--- src/rtl/txr_pkg.sv ---
package txr_pkg;
  localparam int FLG_OWN  = 15;
  localparam int FLG_ERRS = 14;
  localparam int FLG_MTCH = 13;
  localparam int FLG_STF  = 9;
  localparam int FLG_ENF  = 8;
  localparam int ST_BUFL  = 15;

  typedef enum logic [3:0] {
    S_IDLE, S_RD_FLG, S_RD_LEN, S_RD_BUF, S_RD_ST3, S_DATA,
    S_CHK, S_PAD, S_FIN, S_WB_ST3, S_WB_FLG
  } txr_state_e;
endpackage

--- src/rtl/txr_ring_pos.sv ---
module txr_ring_pos #(
  parameter int AW = 18,
  parameter int IW = 16
) (
  input  logic          clk,
  input  logic          rst,
  input  logic          adv,
  input  logic [AW-1:0] stride,
  input  logic [IW-1:0] count,
  output logic [AW-1:0] off
);
  logic [IW-1:0] idx;
  logic [IW:0]   nxt;

  assign nxt = {1'b0, idx} + 1'b1;

  always_ff @(posedge clk) begin
    if (rst) begin
      idx <= '0;
      off <= '0;
    end else if (adv) begin
      if (nxt >= {1'b0, count}) begin
        idx <= '0;
        off <= '0;
      end else begin
        idx <= nxt[IW-1:0];
        off <= off + stride;
      end
    end
  end
endmodule

--- src/rtl/txr_sta_match.sv ---
module txr_sta_match #(
  parameter int NSTA = 4
) (
  input  logic [47:0]        dst,
  input  logic [NSTA*48-1:0] tbl,
  output logic               hit
);
  logic [NSTA-1:0] eq;

  for (genvar g = 0; g < NSTA; g++) begin : g_cmp
    assign eq[g] = (tbl[g*48 +: 48] == dst);
  end

  assign hit = |eq;
endmodule

--- src/rtl/txr_sat_cnt.sv ---
module txr_sat_cnt #(
  parameter int W  = 32,
  parameter int IW = 16
) (
  input  logic          clk,
  input  logic          rst,
  input  logic          en,
  input  logic [IW-1:0] inc,
  output logic [W-1:0]  cnt
);
  logic [W:0] sum;

  assign sum = {1'b0, cnt} + (W+1)'(inc);

  always_ff @(posedge clk) begin
    if (rst)     cnt <= '0;
    else if (en) cnt <= sum[W] ? '1 : sum[W-1:0];
  end
endmodule

--- src/rtl/txring_gather.sv ---
module txring_gather
  import txr_pkg::*;
#(
  parameter int AW   = 18,
  parameter int MAXF = 1514,
  parameter int MINF = 60,
  parameter int HDR  = 14,
  parameter int NSTA = 4,
  parameter int CW   = 32
) (
  input  logic                       clk,
  input  logic                       rst,
  input  logic                       poll,
  input  logic [AW-1:0]              ring_base,
  input  logic [7:0]                 entry_len,
  input  logic [15:0]                ring_count,
  input  logic                       mode_pad,
  input  logic                       mode_loop,
  input  logic                       mode_intl,
  input  logic [NSTA*48-1:0]         sta_table,
  output logic                       mem_req,
  output logic                       mem_we,
  output logic                       mem_byte,
  output logic [AW-1:0]              mem_addr,
  output logic [15:0]                mem_wdata,
  input  logic                       mem_ack,
  input  logic                       mem_err,
  input  logic [15:0]                mem_rdata,
  output logic                       out_valid,
  output logic [7:0]                 out_data,
  output logic                       out_loop,
  output logic                       fr_done,
  output logic [$clog2(MAXF+1)-1:0]  fr_len,
  output logic                       fr_loop,
  output logic                       tx_int,
  output logic                       err_rd,
  output logic                       err_wb,
  output logic [CW-1:0]              frame_cnt,
  output logic [CW-1:0]              byte_cnt,
  output logic [15:0]                abort_cnt
);
  localparam int LW = $clog2(MAXF+1);

  txr_state_e    st;
  logic [15:0]   w0, w1, w2, w3, w2_ret;
  logic [LW-1:0] flen, wlen, k, pay;
  logic          giant, runt, hit, route, adv, ack_ok, ack_bad, wb_bad;
  logic [47:0]   dst;
  logic [AW-1:0] d_off, d_base, s_base;
  logic [16:0]   room, take;

  assign route  = mode_loop & mode_intl;
  assign ack_ok = mem_req & mem_ack & ~mem_err;
  assign ack_bad = mem_req & mem_ack & mem_err;
  assign wb_bad = ack_bad & mem_we;
  assign adv    = (st == S_WB_FLG) & ack_ok;
  assign d_base = ring_base + d_off;
  assign s_base = AW'({w2[1:0], w1});
  assign room   = 17'(MAXF) - 17'(flen);
  assign take   = ({1'b0, w0} > room) ? room : {1'b0, w0};
  assign pay    = (flen >= LW'(HDR)) ? flen - LW'(HDR) : '0;

  txr_ring_pos #(.AW(AW), .IW(16)) u_pos (
    .clk(clk), .rst(rst), .adv(adv),
    .stride(AW'({entry_len, 1'b0})), .count(ring_count), .off(d_off)
  );

  txr_sta_match #(.NSTA(NSTA)) u_match (.dst(dst), .tbl(sta_table), .hit(hit));

  txr_sat_cnt #(.W(CW), .IW(1)) u_frames (
    .clk(clk), .rst(rst), .en(st == S_FIN), .inc(1'b1), .cnt(frame_cnt)
  );
  txr_sat_cnt #(.W(CW), .IW(LW)) u_bytes (
    .clk(clk), .rst(rst), .en(st == S_FIN), .inc(pay), .cnt(byte_cnt)
  );
  txr_sat_cnt #(.W(16), .IW(1)) u_aborts (
    .clk(clk), .rst(rst), .en(wb_bad), .inc(1'b1), .cnt(abort_cnt)
  );

  always_comb begin
    w2_ret = w2;
    w2_ret[FLG_OWN] = 1'b0;
  end

  always_comb begin
    mem_req   = 1'b1;
    mem_we    = 1'b0;
    mem_byte  = 1'b0;
    mem_wdata = 16'h0000;
    mem_addr  = d_base;
    case (st)
      S_RD_FLG: mem_addr = d_base + AW'(4);
      S_RD_LEN: mem_addr = d_base;
      S_RD_BUF: mem_addr = d_base + AW'(2);
      S_RD_ST3: mem_addr = d_base + AW'(6);
      S_DATA: begin
        mem_addr = s_base + AW'(k);
        mem_byte = 1'b1;
      end
      S_WB_ST3: begin
        mem_addr  = d_base + AW'(6);
        mem_we    = 1'b1;
        mem_wdata = w3;
      end
      S_WB_FLG: begin
        mem_addr  = d_base + AW'(4);
        mem_we    = 1'b1;
        mem_wdata = w2_ret;
      end
      default: mem_req = 1'b0;
    endcase
  end

  always_ff @(posedge clk) begin
    if (rst) begin
      st <= S_IDLE;
      {w0, w1, w2, w3} <= '0;
      {flen, wlen, k} <= '0;
      {giant, runt} <= 2'b00;
      dst <= '0;
      {out_valid, out_loop, fr_done, fr_loop, tx_int, err_rd, err_wb} <= '0;
      out_data <= '0;
      fr_len <= '0;
    end else begin
      out_valid <= 1'b0;
      fr_done   <= 1'b0;
      tx_int    <= 1'b0;
      err_rd    <= ack_bad & ~mem_we;
      err_wb    <= wb_bad;
      if (ack_bad) st <= S_IDLE;
      else case (st)
        S_IDLE: if (poll) st <= S_RD_FLG;
        S_RD_FLG: if (ack_ok) begin
          w2 <= mem_rdata;
          if (!mem_rdata[FLG_OWN]) st <= S_IDLE;
          else begin
            if (mem_rdata[FLG_STF]) begin
              flen <= '0; giant <= 1'b0; runt <= 1'b0; dst <= '0;
            end
            st <= S_RD_LEN;
          end
        end
        S_RD_LEN: if (ack_ok) begin w0 <= mem_rdata; st <= S_RD_BUF; end
        S_RD_BUF: if (ack_ok) begin w1 <= mem_rdata; st <= S_RD_ST3; end
        S_RD_ST3: if (ack_ok) begin
          w3   <= mem_rdata;
          k    <= '0;
          wlen <= LW'(take);
          if ({1'b0, w0} > room) giant <= 1'b1;
          st <= (take == 17'd0) ? S_CHK : S_DATA;
        end
        S_DATA: if (ack_ok) begin
          out_valid <= 1'b1;
          out_data  <= mem_rdata[7:0];
          out_loop  <= route;
          if (flen < LW'(6)) dst[{flen[2:0], 3'b000} +: 8] <= mem_rdata[7:0];
          flen <= flen + 1'b1;
          k    <= k + 1'b1;
          if (k + 1'b1 == wlen) st <= S_CHK;
        end
        S_CHK: begin
          if (!w2[FLG_ENF]) st <= S_WB_ST3;
          else if (mode_pad && flen < LW'(MINF)) begin
            runt <= 1'b1;
            st   <= S_PAD;
          end else st <= S_FIN;
        end
        S_PAD: begin
          out_valid <= 1'b1;
          out_data  <= 8'h00;
          out_loop  <= route;
          flen      <= flen + 1'b1;
          if (flen + 1'b1 == LW'(MINF)) st <= S_FIN;
        end
        S_FIN: begin
          fr_done <= 1'b1;
          tx_int  <= 1'b1;
          fr_len  <= flen;
          fr_loop <= route;
          if (giant | runt) begin
            w3[ST_BUFL]  <= 1'b1;
            w2[FLG_ERRS] <= 1'b1;
          end
          if (hit) w2[FLG_MTCH] <= 1'b1;
          st <= S_WB_ST3;
        end
        S_WB_ST3: if (ack_ok) st <= S_WB_FLG;
        S_WB_FLG: if (ack_ok) st <= S_RD_FLG;
        default: st <= S_IDLE;
      endcase
    end
  end

  AST_REQ_HOLD: assert property (@(posedge clk) disable iff (rst)
    mem_req && !mem_ack |=> mem_req && $stable(mem_addr) && $stable(mem_we));
  AST_BYTE_READ_ONLY: assert property (@(posedge clk) disable iff (rst)
    mem_req && mem_byte |-> !mem_we);
  AST_GIANT_AT_CAP: assert property (@(posedge clk) disable iff (rst)
    fr_done && giant |-> fr_len == LW'(MAXF));
  AST_RUNT_AT_MIN: assert property (@(posedge clk) disable iff (rst)
    fr_done && runt |-> fr_len == LW'(MINF));
  AST_OWN_RETURNED: assert property (@(posedge clk) disable iff (rst)
    mem_req && mem_we && !$past(mem_we) |=> !mem_ack || mem_we);
  AST_INT_ONE_CYCLE: assert property (@(posedge clk) disable iff (rst)
    tx_int |=> !tx_int);
  AST_FRAMES_MONO: assert property (@(posedge clk) disable iff (rst)
    frame_cnt >= $past(frame_cnt));
endmodule

--- config.mk ---
export PLATFORM = sky130hd
export DESIGN_NAME = txring_gather
export DESIGN_NICKNAME = d
export VERILOG_FILES = /design/src/rtl/txr_pkg.sv /design/src/rtl/txr_ring_pos.sv /design/src/rtl/txr_sta_match.sv /design/src/rtl/txr_sat_cnt.sv /design/src/rtl/txring_gather.sv
export SDC_FILE = /design/constraint.sdc
export NUM_CORES = 1
export LEC_CHECK = 0
export BUFFER_PORTS_ARGS = -buffer_cell sky130_fd_sc_hd__buf_2
export CORE_UTILIZATION = 50
export DETAILED_ROUTE_END_ITERATION = 8
export HOLD_SLACK_MARGIN = 0.1
export PLACE_DENSITY = 0.73
export SLEW_MARGIN = 20
export SYNTH_ARGS = -nofsm -noshare
export SYNTH_HDL_FRONTEND = slang
export SYNTH_HIERARCHICAL = 1
export SYNTH_SLANG_ARGS = --single-unit
--- constraint.sdc ---
create_clock -name clk -period 5.91 [get_ports clk]
set_clock_uncertainty 0.1 [all_clocks]
set_input_delay 1.182 -clock clk [delete_from_list [all_inputs] [get_ports clk]]
set_output_delay 1.182 -clock clk [all_outputs]
set_load 0.02 [all_outputs]
### Yosys cells after proc, flatten, opt, wreduce, memory -nomap -nowiden

Index checks and enable logic that the tools add are counted.
Widths: inputs -> output; s select.

| cells by class | value |
|---|---|
| multiplexer cells | 64 |
| shift operators | 2 |
| equality and inequality tests | 34 |
| reductions and logical operators | 32 |
| magnitude comparators | 5 |
| $add $sub $neg | 15 |
| bitwise logic cells | 11 |

Operators with widths:

| cell | count |
|---|---|
| $mux 48 | 5 |
| $eq 48x48->1 | 4 |
| $pmux 48 s2 | 1 |
| $mux 11 | 7 |
| $pmux 18 s4 | 1 |
| $mux 32 | 2 |
| $bwmux 48 | 1 |
| $mux 16 | 3 |
| $mux 4 | 12 |
| $shift 8x8->48 const A | 1 |
| $shiftx 8x8->48 | 1 |
| $pmux 4 s11 | 1 |
| $add 18x3->18 const B | 2 |
| $ne 2x2->1 const B | 18 |
| $add 16x1->17 const B | 2 |
| $add 32x1->33 const B | 1 |
| $add 32x11->33 | 1 |
| $pmux 11 s3 | 1 |
| $pmux 16 s2 | 1 |
| $add 11x1->11 const B | 2 |
| $pmux 11 s2 | 1 |
| $reduce_and 7->1 | 3 |
| $add 18x11->18 | 1 |
| $add 18x18->18 | 1 |
| 41 further kinds | 90 |

| storage, ports and cells | value |
|---|---|
| output and inout bits | 143 |
| logic and storage cells | 190 |
| flip-flop bits (word level) | 289 |

### Longest topological paths before layout

| logic depth | value |
|---|---|
| word-level depth | 7 |
| depth in mapped cells | 19 |
| gate-level depth less buffers | 16 |

### Hierarchy

Netlist, hierarchy kept.

Modules (own cells, without submodules):

| module | area each (µm²) | cells each | times used |
|---|---|---|---|
| txring_gather | 10,905.5 | 1,452 | 1 |
| txr_sta_match | 2,720.1 | 305 | 1 |
| txr_ring_pos | 2,710.1 | 327 | 1 |
| txr_sat_cnt at u_bytes | 1,894.3 | 226 | 1 |
| txr_sat_cnt at u_frames | 1,542.7 | 164 | 1 |
| txr_sat_cnt at u_aborts | 752.0 | 82 | 1 |

### Worst setup path before layout

Ideal clock, no wire load.

| path | value |
|---|---|
| path type | input port to output port |
| start point | input port ring_base[6] |
| end point | output port mem_addr[16] |
| stages | 11 |
| slack | 0.552 ns |
| arrival time | 4.076 ns |
| data required time | 4.628 ns |
| cells stage by stage | ha_1 clkbuf_1 a211o_1 a211o_1 a41oi_1 xnor2_1 nand4b_1 nand3b_1 nor4_1 xnor2_1 o221ai_1 |

| between the ends | value |
|---|---|
| longest elaborated chain between the ends | 3 |
| elaborated cells between the ends (all ways) | 5 |
| those cells by class | add/sub: 4; mux: 1 |

RTL lines:

| element | RTL line | text |
|---|---|---|
| start, declared | txring_gather.sv:14 | `input logic [AW-1:0] ring_base,` |
| $add 18x18->18 (*) | txring_gather.sv:57 | `assign d_base = ring_base + d_off;` |
| $add 18x3->18, or another cell as far along | txring_gather.sv:92, txring_gather.sv:106 |  |
| $pmux 18 s4 (*) | txring_gather.sv:91 | `case (st)` |
| end, declared | txring_gather.sv:24 | `output logic [AW-1:0] mem_addr,` |

Mark *: on every way between the ends. The rest lies on a longest branch, timed or not.

### Final worst setup path

| path | value |
|---|---|
| start point | input port ring_base[0] |
| end point | output port mem_addr[11] |

The elaborated chain is that of the path after synthesis.

==> flow_summary.json <==
{
  "route.detailed.drc": 0,
  "pin_count": 401,
  "num_vias": 20200,
  "dr_wl_met3_um": 5860,
  "irDropWorstVdd_v": 0.000176,
  "fin_crit_ns": 5.67,
  "netlist_top_cells_area": "dfxtp_1 (28%), xnor2_1 (11%), ha_1 (6.3%), a21oi_1 (5.5%), nand2_1 (5.2%)",
  "met1_length_um": 28800,
  "die_y_um": 205,
  "crit_chain": "buf_2, ha_1, fa_1, xor2_1, inv_1, fa_1, or4_1, or3_1, a21o_1, o211ai_1, buf_2",
  "top_layer": "met5",
  "yosysTopAreaCell": "dfxtp_1",
  "start_kind": "primary input",
  "final_cell_count_no_fill": 3409,
  "place_inst": 3344,
  "met2_length_um": 31900,
  "max_stage_delay_ns": 0.66,
  "crit_start": "ring_base[0]",
  "cpLargestDelayFamily": "adder cells",
  "final.setup.tns_ns": 0,
  "slew-limit-headroom": 0.232,
  "leakagePower_nw": 9.53,
  "nFillCells": 3710,
  "yosysUniqueCellTypes": 104,
  "multi_input_area_um2": 13600,
  "setup_viol": 0,
  "path_clk_slew_ns": 0.06,
  "arrival_ns": 4.39,
  "nets": 3221,
  "syn2layout_area_growth_pct": 14.9,
  "gp_congestion": 0.957,
  "cts_num_sinks": 289,
  "fin_crit_sh": 0.959,
  "cp_data_required_time_ns": 4.63,
  "crit_fanout": 6,
  "final_util": 0.588,
  "fp.dieArea_um2": 41900,
  "numCtsBuffers": 34,
  "yosys_warnings": 6,
  "drtPass1Iterations": 5,
  "status": "completed",
  "die_x_um": 205,
  "synth-seq-cells": 289,
  "start_util": 0.512,
  "coreArea_um2": 40100,
  "cap_viol_max_count": 0,
  "tritoncts": "done",
  "finalHoldViolations": 0,
  "antenna_found_initial": 5,
  "synth_edf_count": 0,
  "htreeDepth": 2,
  "seq_area_um2": 5790,
  "synth_area_um2": 20500,
  "yosys.area.top_type_share": 0.282,
  "critPathCaptureType": "primary output",
  "netlist_instances": 2556,
  "clock.fmax_ghz": 0.176,
  "ctsHoldBuffers": 0,
  "rsz0062_at_grt": "no",
  "synth_common_cells": "dfxtp_1 (289), nand2_1 (283), xnor2_1 (248)",
  "drt_iter0_drc": 1736,
  "cts-root-buf": "clkbuf_16",
  "synthArstFlopShare": 0,
  "max_slew.worst_pin.slew_ns": 1.15,
  "r2r-start": "flen[2]$_SDFFE_PP0P_",
  "numPortBuffers": 400,
  "grt_pass1_wl_um": 105000,
  "yosysMostFrequentCell": "dfxtp_1",
  "final_antenna_net_count": 0,
  "rows": 73,
  "clock_path_buffers": 3,
  "hold_class": "register to register",
  "hpwl_um": 51300,
  "slowest_stage": "or4_1",
  "post_cts_buffers": 0,
  "drv_slew": 0,
  "syn_area_per_cell_um2": 8.03,
  "wirelength_um": 68100,
  "vias_per_cell": 5.92,
  "path_class": "primary input to primary output",
  "grt_max_degree": 108,
  "drive_above_1_share": 0.195,
  "clkLatencyLatePin_ns": 0.54,
  "grt_pass1_vias": 19000,
  "power_density_nw_per_um2": 205,
  "ys_seq_area_frac": 0.282,
  "cts_resized": 0,
  "track_usage": 0.314,
  "ys.flop_type": "dfxtp_1",
  "overflow": 0,
  "path_buf_inv": 3,
  "hold_start": "fr_len[0]$_SDFFE_PP0P_",
  "wl_per_cell_um": 20.0
}
## layout make-up
| class | instances | share of cell area |
|---|---|---|
| Antenna cell | 4 | 0.000424 |
| Clock buffer | 46 | 0.0401 |
| Clock inverter | 15 | 0.00637 |
| Inverter | 61 | 0.00971 |
| Multi-Input combinational cell | 2042 | 0.576 |
| Sequential cell | 289 | 0.245 |
| Tap cell | 525 | 0.0279 |
| Timing Repair Buffer | 427 | 0.0939 |
## sequential cells by signal, summed over array words and instances (netlist names), 15 cells and up
register      cells
u_pos/idx        16
u_bytes/cnt      32
u_aborts/cnt     16
u_pos/off        18
w2               15
w1               16
w0               16
dst              48
w3               16
u_frames/cnt     32
## placed cells by master, fill, tap and decap left out, types with 13 or more instances in the layout
| cell type | count |
|---|---|
| and2_1 | 13 |
| mux2i_1 | 14 |
| dfxtp_1 | 289 |
| a22oi_1 | 81 |
| buf_4 | 27 |
| nor2b_1 | 15 |
| clkbuf_16 | 34 |
| a211oi_1 | 25 |
| o211ai_1 | 27 |
| a31oi_1 | 24 |
| nand3_1 | 62 |
| inv_1 | 57 |
| buf_2 | 399 |
| xnor2_1 | 248 |
| a21oi_1 | 224 |
| nand2_1 | 283 |
| a21o_1 | 33 |
| ha_1 | 103 |
| nor2_1 | 245 |
| xnor2_2 | 23 |
| and3_1 | 36 |
| nor3_1 | 59 |
| xor2_1 | 62 |
| nand4_1 | 85 |
| a22o_1 | 16 |
| nand2b_1 | 19 |
| nor4_1 | 29 |
| conb_1 | 14 |
| o21ai_0 | 76 |
## worst reg2reg max path, cell delays in order (launching register included)
cell	delay, ns
dfxtp_1	0.44
inv_1	0.21
ha_1	0.26
inv_1	0.06
a31oi_1	0.34
nor2_1	0.13
o21ai_0	0.76
ha_1	0.39
nor2b_1	0.13
o21ai_0	0.16
a21oi_1	0.09
a2111oi_0	0.61
nor3_2	0.20
buf_4	0.26
o32a_1	0.19
nor3_1	0.17
a2bb2oi_1	0.18
## kinds of logic (layout without fill, tap and decap cells)
logic type | after synthesis | after routing | synth area share
and+or+nand+nor | 937 | 937 | 0.227
AOI/OAI and AO/OA | 633 | 633 | 0.204
xor gates and xnor gates | 333 | 333 | 0.151
DFF | 289 | 289 | 0.282
buffers and inverters | 237 | 549 | 0.0598
adders and majority gates | 108 | 108 | 0.0677
muxes | 17 | 17 | 0.00847
other | 2 | 18 | 0.000366
## power by group
group,internal (mW),total [mW],switching (mW),leakage (nW)
sequential,1.96,1.99,0.0289,2.33
combinational,0.275,0.747,0.472,6.66
clock,1.22,2.09,0.867,0.543
## worst paths after layout
check                                 to  slack, ns  depth (start not counted)
hold reg to reg   fr_len[0]$_SDFFE_PP0P_       0.36                          2
hold / removal    fr_len[0]$_SDFFE_PP0P_       0.36                          2
setup / recovery            mem_addr[11]       0.24                         11
setup reg to reg      st[1]$_SDFFE_PP0P_       1.17                         16
## layer usage
layer  vias up  GRT usage
met1      9577      0.414
li1       9712          -
met4         2     0.0893
met5         -          0
met3        98     0.0668
met2       804      0.511
## metrics by stage
step | worst slack (ns) | hold WS [ns] | instance area, um2 | power [mW]
6_report | 0.242 | 0.356 | 23600 | 4.83
5_1_grt | 0.0476 | 0.370 | 23600 | 5.01
4_1_cts | 0.228 | 0.356 | 23600 | 4.85
3_5_place_dp | 0.237 | 0.346 | 22500 | 2.77
3_3_place_gp | 0.311 | 0.341 | 22500 | 2.76
2_1_floorplan | 0.552 | 0.336 | 20600 | 2.48
(Power assumes the default switching activity.)
